==> src/rtl/dc_route_pkg.sv <==
package dc_route_pkg;

  typedef enum logic [1:0] {
    DIR_RED_INC = 2'b00,
    DIR_RED_DEC = 2'b01,
    DIR_BLU_INC = 2'b10,
    DIR_BLU_DEC = 2'b11
  } hop_dir_e;

  typedef enum logic [1:0] {
    PATH_BLUE = 2'd0,
    PATH_RED  = 2'd1,
    PATH_TURN = 2'd2
  } path_e;

  typedef enum logic [1:0] {
    ST_IDLE,
    ST_SCAN,
    ST_DECIDE,
    ST_EMIT
  } gen_state_e;

endpackage

==> src/rtl/dc_chain_index.sv <==
module dc_chain_index #(
  parameter int DIM = 7,
  parameter int CW  = 3,
  parameter int IW  = 6
) (
  input  logic [CW-1:0] x_i,
  input  logic [CW-1:0] y_i,
  output logic [IW-1:0] red_o,
  output logic [IW-1:0] blue_o
);
  localparam logic [IW-1:0] DIM_W  = IW'(DIM);
  localparam logic [IW-1:0] LAST_W = IW'(DIM - 1);

  // row-wise snake for red, column-wise snake for blue
  always_comb begin
    red_o  = IW'(y_i) * DIM_W + (y_i[0] ? (LAST_W - IW'(x_i)) : IW'(x_i));
    blue_o = IW'(x_i) * DIM_W + (x_i[0] ? (LAST_W - IW'(y_i)) : IW'(y_i));
  end

endmodule

==> src/rtl/dc_turn_scan.sv <==
module dc_turn_scan #(
  parameter int DIM = 7,
  parameter int CW  = 3,
  parameter int IW  = 6,
  parameter int SW  = 8,
  parameter int PEN = 5
) (
  input  logic          clk_i,
  input  logic          rst_ni,
  input  logic          clear_i,
  input  logic          en_i,
  input  logic [IW-1:0] src_blue_i,
  input  logic [IW-1:0] dst_red_i,
  output logic          last_o,
  output logic [SW-1:0] best_cost_o,
  output logic [IW-1:0] best_blue_o,
  output logic [IW-1:0] best_red_o
);
  localparam logic [CW-1:0] LAST_C = CW'(DIM - 1);

  logic [CW-1:0] col_q, pos_q, cand_y;
  logic [IW-1:0] cand_blue, cand_red, cand_blue_chk;
  logic [IW-1:0] b_hops, r_hops;
  logic [SW-1:0] cand_cost;

  // candidates walk in blue-chain order
  assign cand_y = col_q[0] ? (LAST_C - pos_q) : pos_q;

  dc_chain_index #(.DIM(DIM), .CW(CW), .IW(IW)) u_cand_idx (
    .x_i   (col_q),
    .y_i   (cand_y),
    .red_o (cand_red),
    .blue_o(cand_blue_chk)
  );

  assign cand_blue = cand_blue_chk;

  always_comb begin
    b_hops    = (src_blue_i > cand_blue) ? (src_blue_i - cand_blue) : (cand_blue - src_blue_i);
    r_hops    = (dst_red_i > cand_red) ? (dst_red_i - cand_red) : (cand_red - dst_red_i);
    cand_cost = SW'(b_hops) + SW'(r_hops) + SW'(PEN);
  end

  assign last_o = (col_q == LAST_C) && (pos_q == LAST_C);

  always_ff @(posedge clk_i or negedge rst_ni) begin
    if (!rst_ni) begin
      col_q       <= '0;
      pos_q       <= '0;
      best_cost_o <= '1;
      best_blue_o <= '0;
      best_red_o  <= '0;
    end else if (clear_i) begin
      col_q       <= '0;
      pos_q       <= '0;
      best_cost_o <= '1;
      best_blue_o <= '0;
      best_red_o  <= '0;
    end else if (en_i) begin
      if (pos_q == LAST_C) begin
        pos_q <= '0;
        col_q <= col_q + 1'b1;
      end else begin
        pos_q <= pos_q + 1'b1;
      end
      // strict compare keeps the lowest blue index on ties
      if (cand_cost < best_cost_o) begin
        best_cost_o <= cand_cost;
        best_blue_o <= cand_blue;
        best_red_o  <= cand_red;
      end
    end
  end

endmodule

==> src/rtl/dc_hop_emit.sv <==
module dc_hop_emit #(
  parameter int IW = 6
) (
  input  logic          clk_i,
  input  logic          rst_ni,
  input  logic          load_i,
  input  logic [IW-1:0] n1_i,
  input  logic [1:0]    d1_i,
  input  logic [IW-1:0] n2_i,
  input  logic [1:0]    d2_i,
  output logic          hop_valid_o,
  output logic [1:0]    hop_dir_o,
  output logic          done_o
);
  logic          active_q;
  logic [IW-1:0] rem1_q, rem2_q;
  logic [1:0]    d1_q, d2_q;
  logic          seg1, seg2;

  assign seg1 = rem1_q != '0;
  assign seg2 = rem2_q != '0;

  always_comb begin
    hop_valid_o = active_q && (seg1 || seg2);
    hop_dir_o   = seg1 ? d1_q : d2_q;
    done_o      = active_q && !seg1 && !seg2;
  end

  always_ff @(posedge clk_i or negedge rst_ni) begin
    if (!rst_ni) begin
      active_q <= 1'b0;
      rem1_q   <= '0;
      rem2_q   <= '0;
      d1_q     <= '0;
      d2_q     <= '0;
    end else if (load_i) begin
      active_q <= 1'b1;
      rem1_q   <= n1_i;
      rem2_q   <= n2_i;
      d1_q     <= d1_i;
      d2_q     <= d2_i;
    end else if (active_q) begin
      if (seg1)      rem1_q <= rem1_q - 1'b1;
      else if (seg2) rem2_q <= rem2_q - 1'b1;
      else           active_q <= 1'b0;
    end
  end

endmodule

==> src/rtl/dc_route_gen.sv <==
module dc_route_gen
  import dc_route_pkg::*;
#(
  parameter int DIM = 7,
  parameter int PEN = 5,
  localparam int CW = $clog2(DIM),
  localparam int IW = $clog2(DIM * DIM),
  localparam int SW = IW + 2
) (
  input  logic          clk_i,
  input  logic          rst_ni,
  input  logic          start_i,
  input  logic [CW-1:0] src_x_i,
  input  logic [CW-1:0] src_y_i,
  input  logic [CW-1:0] dst_x_i,
  input  logic [CW-1:0] dst_y_i,
  output logic          busy_o,
  output logic          hop_valid_o,
  output logic [1:0]    hop_dir_o,
  output logic          done_o,
  output logic [1:0]    path_o
);
  gen_state_e    state_q;
  logic [CW-1:0] ex_q [2];
  logic [CW-1:0] ey_q [2];
  logic [IW-1:0] er [2];
  logic [IW-1:0] eb [2];

  logic          accept, scan_last, emit_done, load;
  logic [SW-1:0] best_cost;
  logic [IW-1:0] best_blue, best_red;
  logic [IW-1:0] hb, hr, n1, n2;
  logic [1:0]    d1, d2, path_d;
  path_e         path_q;

  assign accept = (state_q == ST_IDLE) && start_i;

  // endpoint 0 is the source, 1 the destination
  for (genvar g = 0; g < 2; g++) begin : g_ep
    dc_chain_index #(.DIM(DIM), .CW(CW), .IW(IW)) u_idx (
      .x_i   (ex_q[g]),
      .y_i   (ey_q[g]),
      .red_o (er[g]),
      .blue_o(eb[g])
    );
  end

  always_ff @(posedge clk_i or negedge rst_ni) begin
    if (!rst_ni) begin
      ex_q[0] <= '0; ey_q[0] <= '0;
      ex_q[1] <= '0; ey_q[1] <= '0;
    end else if (accept) begin
      ex_q[0] <= src_x_i; ey_q[0] <= src_y_i;
      ex_q[1] <= dst_x_i; ey_q[1] <= dst_y_i;
    end
  end

  dc_turn_scan #(.DIM(DIM), .CW(CW), .IW(IW), .SW(SW), .PEN(PEN)) u_scan (
    .clk_i      (clk_i),
    .rst_ni     (rst_ni),
    .clear_i    (accept),
    .en_i       (state_q == ST_SCAN),
    .src_blue_i (eb[0]),
    .dst_red_i  (er[1]),
    .last_o     (scan_last),
    .best_cost_o(best_cost),
    .best_blue_o(best_blue),
    .best_red_o (best_red)
  );

  always_comb begin
    hb = (eb[0] > eb[1]) ? (eb[0] - eb[1]) : (eb[1] - eb[0]);
    hr = (er[0] > er[1]) ? (er[0] - er[1]) : (er[1] - er[0]);
    if ((hb <= hr) && (SW'(hb) <= best_cost)) begin
      path_d = PATH_BLUE;
      n1     = hb;
      d1     = (eb[0] < eb[1]) ? DIR_BLU_INC : DIR_BLU_DEC;
      n2     = '0;
      d2     = DIR_RED_INC;
    end else if (SW'(hr) <= best_cost) begin
      path_d = PATH_RED;
      n1     = hr;
      d1     = (er[0] < er[1]) ? DIR_RED_INC : DIR_RED_DEC;
      n2     = '0;
      d2     = DIR_RED_INC;
    end else begin
      // blue leg first, red leg second: the only legal turn
      path_d = PATH_TURN;
      n1     = (eb[0] > best_blue) ? (eb[0] - best_blue) : (best_blue - eb[0]);
      d1     = (eb[0] < best_blue) ? DIR_BLU_INC : DIR_BLU_DEC;
      n2     = (best_red > er[1]) ? (best_red - er[1]) : (er[1] - best_red);
      d2     = (best_red < er[1]) ? DIR_RED_INC : DIR_RED_DEC;
    end
  end

  assign load = (state_q == ST_DECIDE);

  dc_hop_emit #(.IW(IW)) u_emit (
    .clk_i      (clk_i),
    .rst_ni     (rst_ni),
    .load_i     (load),
    .n1_i       (n1),
    .d1_i       (d1),
    .n2_i       (n2),
    .d2_i       (d2),
    .hop_valid_o(hop_valid_o),
    .hop_dir_o  (hop_dir_o),
    .done_o     (emit_done)
  );

  always_ff @(posedge clk_i or negedge rst_ni) begin
    if (!rst_ni) begin
      state_q <= ST_IDLE;
      path_q  <= PATH_BLUE;
    end else begin
      case (state_q)
        ST_IDLE:   if (start_i) state_q <= ST_SCAN;
        ST_SCAN:   if (scan_last) state_q <= ST_DECIDE;
        ST_DECIDE: begin
          state_q <= ST_EMIT;
          path_q  <= path_e'(path_d);
        end
        ST_EMIT:   if (emit_done) state_q <= ST_IDLE;
        default:   state_q <= ST_IDLE;
      endcase
    end
  end

  assign busy_o = state_q != ST_IDLE;
  assign done_o = (state_q == ST_EMIT) && emit_done;
  assign path_o = path_q;

endmodule

==> config.mk <==
export PLATFORM = sky130hd
export DESIGN_NAME = dc_route_gen
export DESIGN_NICKNAME = d
export VERILOG_FILES = /design/src/rtl/dc_route_pkg.sv /design/src/rtl/dc_chain_index.sv /design/src/rtl/dc_turn_scan.sv /design/src/rtl/dc_hop_emit.sv /design/src/rtl/dc_route_gen.sv
export SDC_FILE = /design/constraint.sdc
export NUM_CORES = 1
export LEC_CHECK = 0
export BUFFER_PORTS_ARGS = -buffer_cell sky130_fd_sc_hd__buf_2
export CAP_MARGIN = 20
export CORE_UTILIZATION = 45
export DETAILED_ROUTE_END_ITERATION = 8
export PLACE_DENSITY = 0.68
export SLEW_MARGIN = 25
export SYNTH_ARGS = -nofsm -noshare
export SYNTH_HDL_FRONTEND = slang
export SYNTH_SLANG_ARGS = --single-unit
==> constraint.sdc <==
create_clock -name clk_i -period 9.75 [get_ports clk_i]
set_input_delay 1.95 -clock clk_i [delete_from_list [all_inputs] [get_ports clk_i]]
set_output_delay 1.95 -clock clk_i [all_outputs]
set_load 0.02 [all_outputs]
After elaboration in Yosys (flattened, before gate mapping)
Index checks and enable logic that the tools add are counted.
W data, S select, Z words.
{"block": "op_classes", "n_mul": 6, "mux": 58, "n_addsub": 31, "reduce_logical": 25, "order_cmp": 14, "n_eq_ne": 9}
{"operator": "$mux W6", "n": 29}
{"operator": "$sub A6 B6 Y6", "n": 12}
{"operator": "$add A6 B6 Y6", "n": 6}
{"operator": "$gt A6 B6 Y1", "n": 6}
{"operator": "$mul A3 B3 Y6 const B", "n": 6}
{"operator": "$lt A6 B6 Y1", "n": 4}
{"operator": "$mux W8", "n": 3}
{"operator": "$sub A3 B3 Y4 const A", "n": 6}
{"operator": "$mux W3", "n": 7}
{"operator": "$le A6 B8 Y1", "n": 2}
{"operator": "$mux W2", "n": 8}
{"operator": "$reduce_bool A2 Y1", "n": 7}
{"operator": "$reduce_bool A6 Y1", "n": 2}
{"operator": "$sub A6 B1 Y6 const B", "n": 2}
{"operator": "$mux W1", "n": 10}
{"operator": "$add A8 B3 Y8 const B", "n": 1}
{"operator": "$lt A8 B8 Y1", "n": 1}
{"operator": "$ne A2 B2 Y1 const B", "n": 4}
{"operator": "$pmux W2 S4", "n": 1}
{"operator": "$add A6 B6 Y7", "n": 1}
{"operator": "$logic_and A1 B1 Y1", "n": 7}
{"operator": "$add A3 B1 Y3 const B", "n": 2}
{"operator": "$eq A3 B3 Y1 const B", "n": 2}
{"operator": "$le A6 B6 Y1", "n": 1}
{"operator": "8 further kinds", "n": 13}
{"block": "totals", "output_inout_bits": 7, "in_bits": 15, "wordCells": 159, "reg_bits": 59}

Longest topological paths before layout
Gate-level depths: netlist (run 1).
{"block": "depth", "ltp_word": 13, "depth_mapped": 37, "depth_no_buf": 36}

By module
A second synthesis (run 1) with hierarchy kept.
{"block": "hier_totals", "cells_unflattened": 940, "hier_area_um2": 8623.3}
{"module": "dc_route_gen", "n_inst": 1, "area_per_inst_um2": 3131.8, "seq_area_each_um2": 400.4, "cells_per_inst": 353}
{"module": "dc_turn_scan", "n_inst": 1, "area_per_inst_um2": 2489.9, "seq_area_each_um2": 660.6, "cells_per_inst": 258}
{"module": "dc_chain_index", "n_inst": 3, "area_per_inst_um2": 664.4, "seq_area_each_um2": 0.0, "cells_per_inst": 74}
{"module": "dc_hop_emit", "n_inst": 1, "area_per_inst_um2": 1008.5, "seq_area_each_um2": 425.4, "cells_per_inst": 107}

Worst setup path after synthesis (run 1)
OpenSTA, ideal clock, no wires.
{"block": "synth_timing", "kind": "register to register", "from": "register u_scan.pos_q[0]", "to": "register u_scan.best_red_o[0]", "t_required_ns": 9.618, "setup_ns": 0.132, "t_arrival_ns": 7.396, "path_buffers": 1, "period_less_slack_ns": 7.528, "slack_ns": 2.222, "stages_incl_launch_ff": 34, "path_cell_list": "dfrtp_1 inv_1 ha_1 nand2_1 nand2_1 inv_1 fa_1 fa_1 inv_1 fa_1 a21o_1 a21oi_1 xnor2_1 ha_1 and4_1 nand3_1 o211ai_2 mux2i_1 a221o_1 a31oi_1 xnor2_1 ha_1 mux2i_1 o211ai_1 nor3_1 xor2_1 ha_1 or3_1 o21ai_0 a21oi_1 a31oi_2 buf_2 mux2i_1 nor2_1"}
{"block": "synth_via", "elab_chain_cells": 12, "elab_cells_between_ends": 24, "cone_classes": "10 x add/sub; 1 x mul; 3 x order compare; 8 x mux; 2 x reduce/logical"}
{"item": "from (decl)", "line_no": "dc_turn_scan.sv:21", "source": "logic [CW-1:0] col_q, pos_q, cand_y;"}
{"item": "from (signal assigned)", "line_no": "dc_turn_scan.sv:64", "source": "pos_q <= pos_q + 1'b1;"}
{"item": "$sub A3 B3 Y3", "line_no": "dc_turn_scan.sv:27", "source": "assign cand_y = col_q[0] ? (LAST_C - pos_q) : pos_q;"}
{"item": "$mux W3 (*)", "line_no": "dc_turn_scan.sv:27"}
{"item": "branches (longest 10 deep; another with $add A8 B3 Y8)"}
{"item": "to (signal assigned)", "line_no": "dc_turn_scan.sv:70", "source": "best_red_o <= cand_red;"}
{"item": "to (decl)", "line_no": "dc_turn_scan.sv:17", "source": "output logic [IW-1:0] best_red_o"}
Mark *: on every way between the ends. The select of a mux whose other input is x is not followed.
A chain may end at the register's enable or synchronous reset.

Worst setup path after layout (run 1)
{"block": "layout_timing", "from": "register u_scan.pos_q[0]", "to": "register u_scan.best_red_o[4]"}
Same word-level chain as after synthesis.

==> results.json, run 1 <==
{
  "endpoint_kind": "flop",
  "drtIter0Drc": 388,
  "synth-warning-count": 0,
  "gp_congestion": 0.963,
  "fmax_mhz": 122,
  "die_w_microns": 138,
  "cts_tree": "yes",
  "hold_depth": 1,
  "yosys.cell_types.count": 66,
  "cp.required_ns": 9.95,
  "min-delay-path-class": "flop to flop",
  "grt_use_met2": 0.354,
  "r2r-end": "u_scan.best_red_o[4]",
  "coreArea_sq_mm": 0.0180,
  "rsz0062_at_grt": "no",
  "port_buffers": 21,
  "grt-ovfl-total": 0,
  "finalMaxSlewViolations": 0,
  "crit_start": "u_scan.pos_q[0]",
  "reg2reg_depth": 33,
  "setup_tns_ns": 0,
  "drt_wl_total_microns": 20000,
  "cts_sinks": 57,
  "hold_viol": 0,
  "vias": 6583,
  "dr.pass1.iters": 4,
  "n_antenna_cell": 0,
  "cts_max_path_buffers": 2,
  "worstPathArrival_ns": 8.42,
  "avgRoutedWirePerCell_microns": 16.7,
  "crit_path_end": "u_scan.best_red_o[4]",
  "use_met1": 0.302,
  "status": "finished, final reports clean",
  "cts-hold-fix-buffers": 0,
  "fin_crit_sh": 0.843,
  "ant_nets": 0,
  "worst_slew_pin_slew_ns": 0.791,
  "via_per_inst": 5.50,
  "ys_async_sr_fraction": 1.00,
  "synth_flop_cell": "dfrtp_1",
  "top_usage_layer": "met2",
  "place_ws_ns": 1.65,
  "syn_inst": 943,
  "cp.depth": 33,
  "cts_buffers": 9,
  "setup_slack_ns": 1.54,
  "ys_seq_area_frac": 0.173,
  "final-setup-viol-count": 0,
  "ys_seq_elements": 57,
  "drive_above_1_share": 0.0724,
  "crit_path_max_fanout": 12,
  "final_cells": 1196,
  "crit_family": "adder cells",
  "hold_slack_ns": 0.489,
  "crit_path_start_kind": "flop",
  "period_needed_ns": 8.21,
  "grt_pass1_vias": 6465,
  "num_rows": 49,
  "design.die.area_sq_mm": 0.0190,
  "io_pins": 22,
  "grt_usage": 0.225,
  "die_h_microns": 138,
  "synth_edf_count": 0,
  "grt_pass1_wl_microns": 32300,
  "r2r_start": "u_scan.pos_q[0]",
  "htreeDepth": 3,
  "cts_resized": 0,
  "placed_cells_incl_taps": 1180,
  "worstSetupPathType": "flop to flop",
  "area_delta_synth_final_pct": 8.00,
  "crit_buf_inv": 4,
  "cap_violations": 0,
  "ff2ff_setup_slack_ns": 1.54,
  "slowest_delay_ns": 0.54,
  "grt_max_degree": 58,
  "place_hpwl_microns": 15900,
  "syn_nets": 1164,
  "avgSynthCellArea_sq_um": 8.82,
  "layout_common_cells": "ha_1 (169), inv_1 (128), nand2_1 (74)",
  "netlist_area_sq_mm": 0.00832,
  "crit_path_top_delay_cell": "dfrtp_1",
  "layout_commonest_cell": "ha_1",
  "path_clk_slew_ns": 0.05,
  "postCtsSetupBuffers": 0,
  "antenna_found_initial": 0,
  "clockRootBuffer": "clkbuf_16",
  "clk_latency_ns": 0.34,
  "slew-limit-headroom": 0.469,
  "drc_errors": 0,
  "nets": 1183,
  "start_util": 0.462,
  "met3_usage": 0.0333,
  "clock_skew_ns": 0.00987,
  "path_common_cell": "ha_1"
}
-- kinds of logic (layout without fill, tap and decap cells) --
family          after synthesis  after routing  share of synthesized area
buf+inv                     147            171                     0.0678
mux                          49             49                     0.0602
flops                        57             57                      0.173
fa+ha+maj                   206            206                      0.343
xor+xnor                     73             73                     0.0769
simple gates                215            215                      0.120
compound gates              196            196                      0.159
-- how the worst min path moves through the flow --
stage | start | end | slack, ns
CTS | path_o[0] | path_o[0] | 0.49
global route | u_emit.d1_q[1] | u_emit.d1_q[1] | 0.51
detailed placement | path_o[0] | path_o[0] | 0.47
floorplan | u_emit.d2_q[0] | u_emit.d2_q[0] | 0.46
global placement | path_o[0] | path_o[0] | 0.48
finish | u_emit.d1_q[1] | u_emit.d1_q[1] | 0.49
-- cell usage after synthesis (all sizes together), types with 24 or more instances --
cell type  number  area share
mux2i          41       0.049
xor2           24       0.025
o21ai          37       0.023
dfrtp          49        0.15
nand2          74       0.033
a21o           27       0.024
a21oi          53       0.032
nor2           61       0.028
xnor2          49       0.052
fa             37       0.089
ha            169        0.25
inv           128       0.058
-- metal layers --
metal | vias up | wire length, microns
met5 | - | 0
met4 | 0 | 744
met3 | 43 | 789
met2 | 140 | 8770
met1 | 3118 | 9700
li1 | 3282 | -
-- sequential cells by signal, summed over array words and instances, names as in the netlist, 2 cells and up --
register            cells
u_emit.rem2_q           6
u_scan.best_red_o       6
ex_q                    6
u_scan.col_q            3
u_scan.best_cost_o      8
u_emit.rem1_q           6
u_scan.pos_q            3
u_scan.best_blue_o      5
path_o                  2
state_q                 2
u_emit.d1_q             2
ey_q                    6
-- per-stage QoR --
step	utilization	instance area [sq um]
CTS	0.498	8980
global placement	0.481	8680
global route	0.498	8980
finish	0.498	8980
floorplan	-	8320
detailed placement	0.481	8680
-- worst register-to-register path, delay by kind of cell, from the launching register on --
kind | cells | cell delay [ns]
AO/OA/AOI/OAI | 9 | 1.79
flip-flops | 1 | 0.54
adder cells (fa/ha/maj) | 7 | 2.67
multiplexers | 3 | 0.59
buffers and inverters | 4 | 0.65
AND/OR/NAND/NOR | 7 | 1.35
XOR/XNOR | 3 | 0.45
-- layout make-up --
cell class                 count  area (sq um)
fill                        1731          9040
multi-input combinational    739          6320
sequential                    57          1440
inverter                     128           480
tap                          229           287
clock buffer                  11           253
timing repair buffer          27           150
clock inverter                 5          53.8
Power of run 1 is not shown: default switching activity piles up to over one toggle a cycle in this logic, so the estimate is an artifact.
==> inputs of run 2 (changes only) <==
Settings changed: PLACE_DENSITY 0.68 to 0.7.
Clock period 9.75 ns to 6.9 ns, I/O delays scaled along.
==> run 2 against run 1 <==
Net effect: the flow now finishes with violations (negative setup slack); via count grew 4.0%; cell area grew 9.8%; maximum frequency grew 17%; critical path depth shrank 3; worst hold slack lost 0.0033 ns; setup slack lost 1.7 ns; clock skew shrank 0.0018 ns; clock-buffer cell count grew 2; core utilization grew 4.9 points; critical endpoint is now u_scan.best_cost_o[7]; first-iteration DRC count grew 4.1%; die area is the same.
==> results.json, run 2 (synthesized netlist as in run 1, its figures left out) <==
{
  "slowest_delay_ns": 0.56,
  "htreeDepth": 3,
  "violations": "negative setup slack",
  "area_delta_synth_final_pct": 18.5,
  "grt-ovfl-total": 0,
  "drtIter0Drc": 404,
  "clock_skew_ns": 0.00812,
  "crit_path_start_kind": "flop",
  "start_util": 0.462,
  "grt_usage": 0.230,
  "avgRoutedWirePerCell_microns": 16.8,
  "die_w_microns": 138,
  "r2r_start": "u_scan.pos_q[0]",
  "slew-limit-headroom": 0.360,
  "ant_nets": 0,
  "cts_tree": "yes",
  "drt_wl_total_microns": 21200,
  "clk_latency_ns": 0.34,
  "placed_area_sq_mm": 0.00920,
  "min-delay-path-class": "flop to flop",
  "endpoint_kind": "flop",
  "grt_pass1_wl_microns": 33100,
  "finalMaxSlewViolations": 0,
  "period_needed_ns": 7.05,
  "cts_max_path_buffers": 2,
  "cts_buffers": 9,
  "post-route-cell-area_sq_mm": 0.00986,
  "crit_start": "u_scan.pos_q[0]",
  "cts_sinks": 57,
  "rsz0062_at_grt": "yes",
  "design.die.area_sq_mm": 0.0190,
  "fmax_mhz": 142,
  "num_rows": 49,
  "hold_viol": 0,
  "dr.pass1.iters": 5,
  "io_pins": 22,
  "coreArea_sq_mm": 0.0180,
  "layout_common_cells": "ha_1 (162), inv_1 (124), nand2_1 (71)",
  "layout_commonest_cell": "ha_1",
  "clockRootBuffer": "clkbuf_16",
  "worstPathArrival_ns": 7.30,
  "grt_pass1_vias": 6617,
  "gp_congestion": 0.904,
  "fin_crit_sh": 1.02,
  "setup_slack_ns": -0.150,
  "largest_register_ffs": 8,
  "cap_violations": 0,
  "drive_above_1_share": 0.174,
  "crit_path_top_delay_cell": "fa_1",
  "path_common_cell": "fa_1",
  "nets": 1250,
  "drc_errors": 0,
  "ff2ff_setup_slack_ns": -0.15,
  "port_buffers": 21,
  "status": "finished, violations left",
  "place_hpwl_microns": 16800,
  "via_per_inst": 5.42,
  "cp.required_ns": 7.15,
  "hold_start": "path_o[0]",
  "vias": 6848,
  "final-setup-viol-count": 17,
  "grt_max_degree": 58,
  "antenna_found_initial": 0,
  "top_register": "u_scan.best_cost_o",
  "path_clk_slew_ns": 0.06,
  "crit_path_max_fanout": 6,
  "worstSetupPathType": "flop to flop",
  "die_h_microns": 138,
  "worst_slew_pin_slew_ns": 0.957,
  "n_antenna_cell": 0
}
[run 2: layout make-up]
type	instances	area (sq um)
sequential	57	1440
clock buffer	13	250
inverter	128	483
timing repair buffer	94	719
fill	1655	8160
tap	229	287
clock inverter	3	90.1
multi-input combinational	739	6590
[run 2: critical path, delay by kind of cell (launching register included)]
family                   cells  cell delay (ns)
multiplexers                 1             0.41
AND/OR/NAND/NOR              8             1.49
flip-flops                   1             0.42
XOR/XNOR                     3             0.54
buffers and inverters        4             0.29
adder cells (fa/ha/maj)      7             2.70
AO/OA/AOI/OAI                7             1.06
[run 2: what timing repair did]
action | CTS | global route
hold buffers | 0 | 0
buffers inserted | 10 | 4
cloned | 1 | 0
gates resized for setup | 34 | 13
setup endpoints to repair | 19 | 19
pin swaps | 17 | 30
[run 2: worst paths after layout]
path	to	depth (start not counted)
max in group asynchronous	u_scan.pos_q[1]	2
worst max register to register	u_scan.best_cost_o[7]	30
min in group asynchronous	u_emit.rem1_q[2]	2
worst min-delay path	path_o[0]	1
worst max-delay path	u_scan.best_cost_o[7]	30
worst min register to register	path_o[0]	1
[run 2: metrics by stage]
stage	util	hold WS [ns]	instances	setup TNS [ns]	setup WS [ns]
final	0.547	0.486	1263	-1.42	-0.150
after global routing	0.547	0.513	1263	-7.20	-0.435
after CTS	0.543	0.491	1259	-0.159	-0.0338
after detailed placement	0.510	0.478	1232	-2.21	-0.181
after global placement	0.510	0.475	1232	-0.593	-0.0777
after floorplan	-	0.456	943	-0.152	-0.0682
[run 2: metal layers]
layer  routed length [microns]  part of all wire  up-vias  global-route usage
li1                          -                 -     3404                   -
met2                      9870              0.47      139               0.379
met1                     10000              0.47     3267               0.311
met4                       571             0.027        0              0.0731
met3                       748             0.035       38              0.0292
met5                         0                 0        -                   0
Power of run 2 is left out for the same reason.
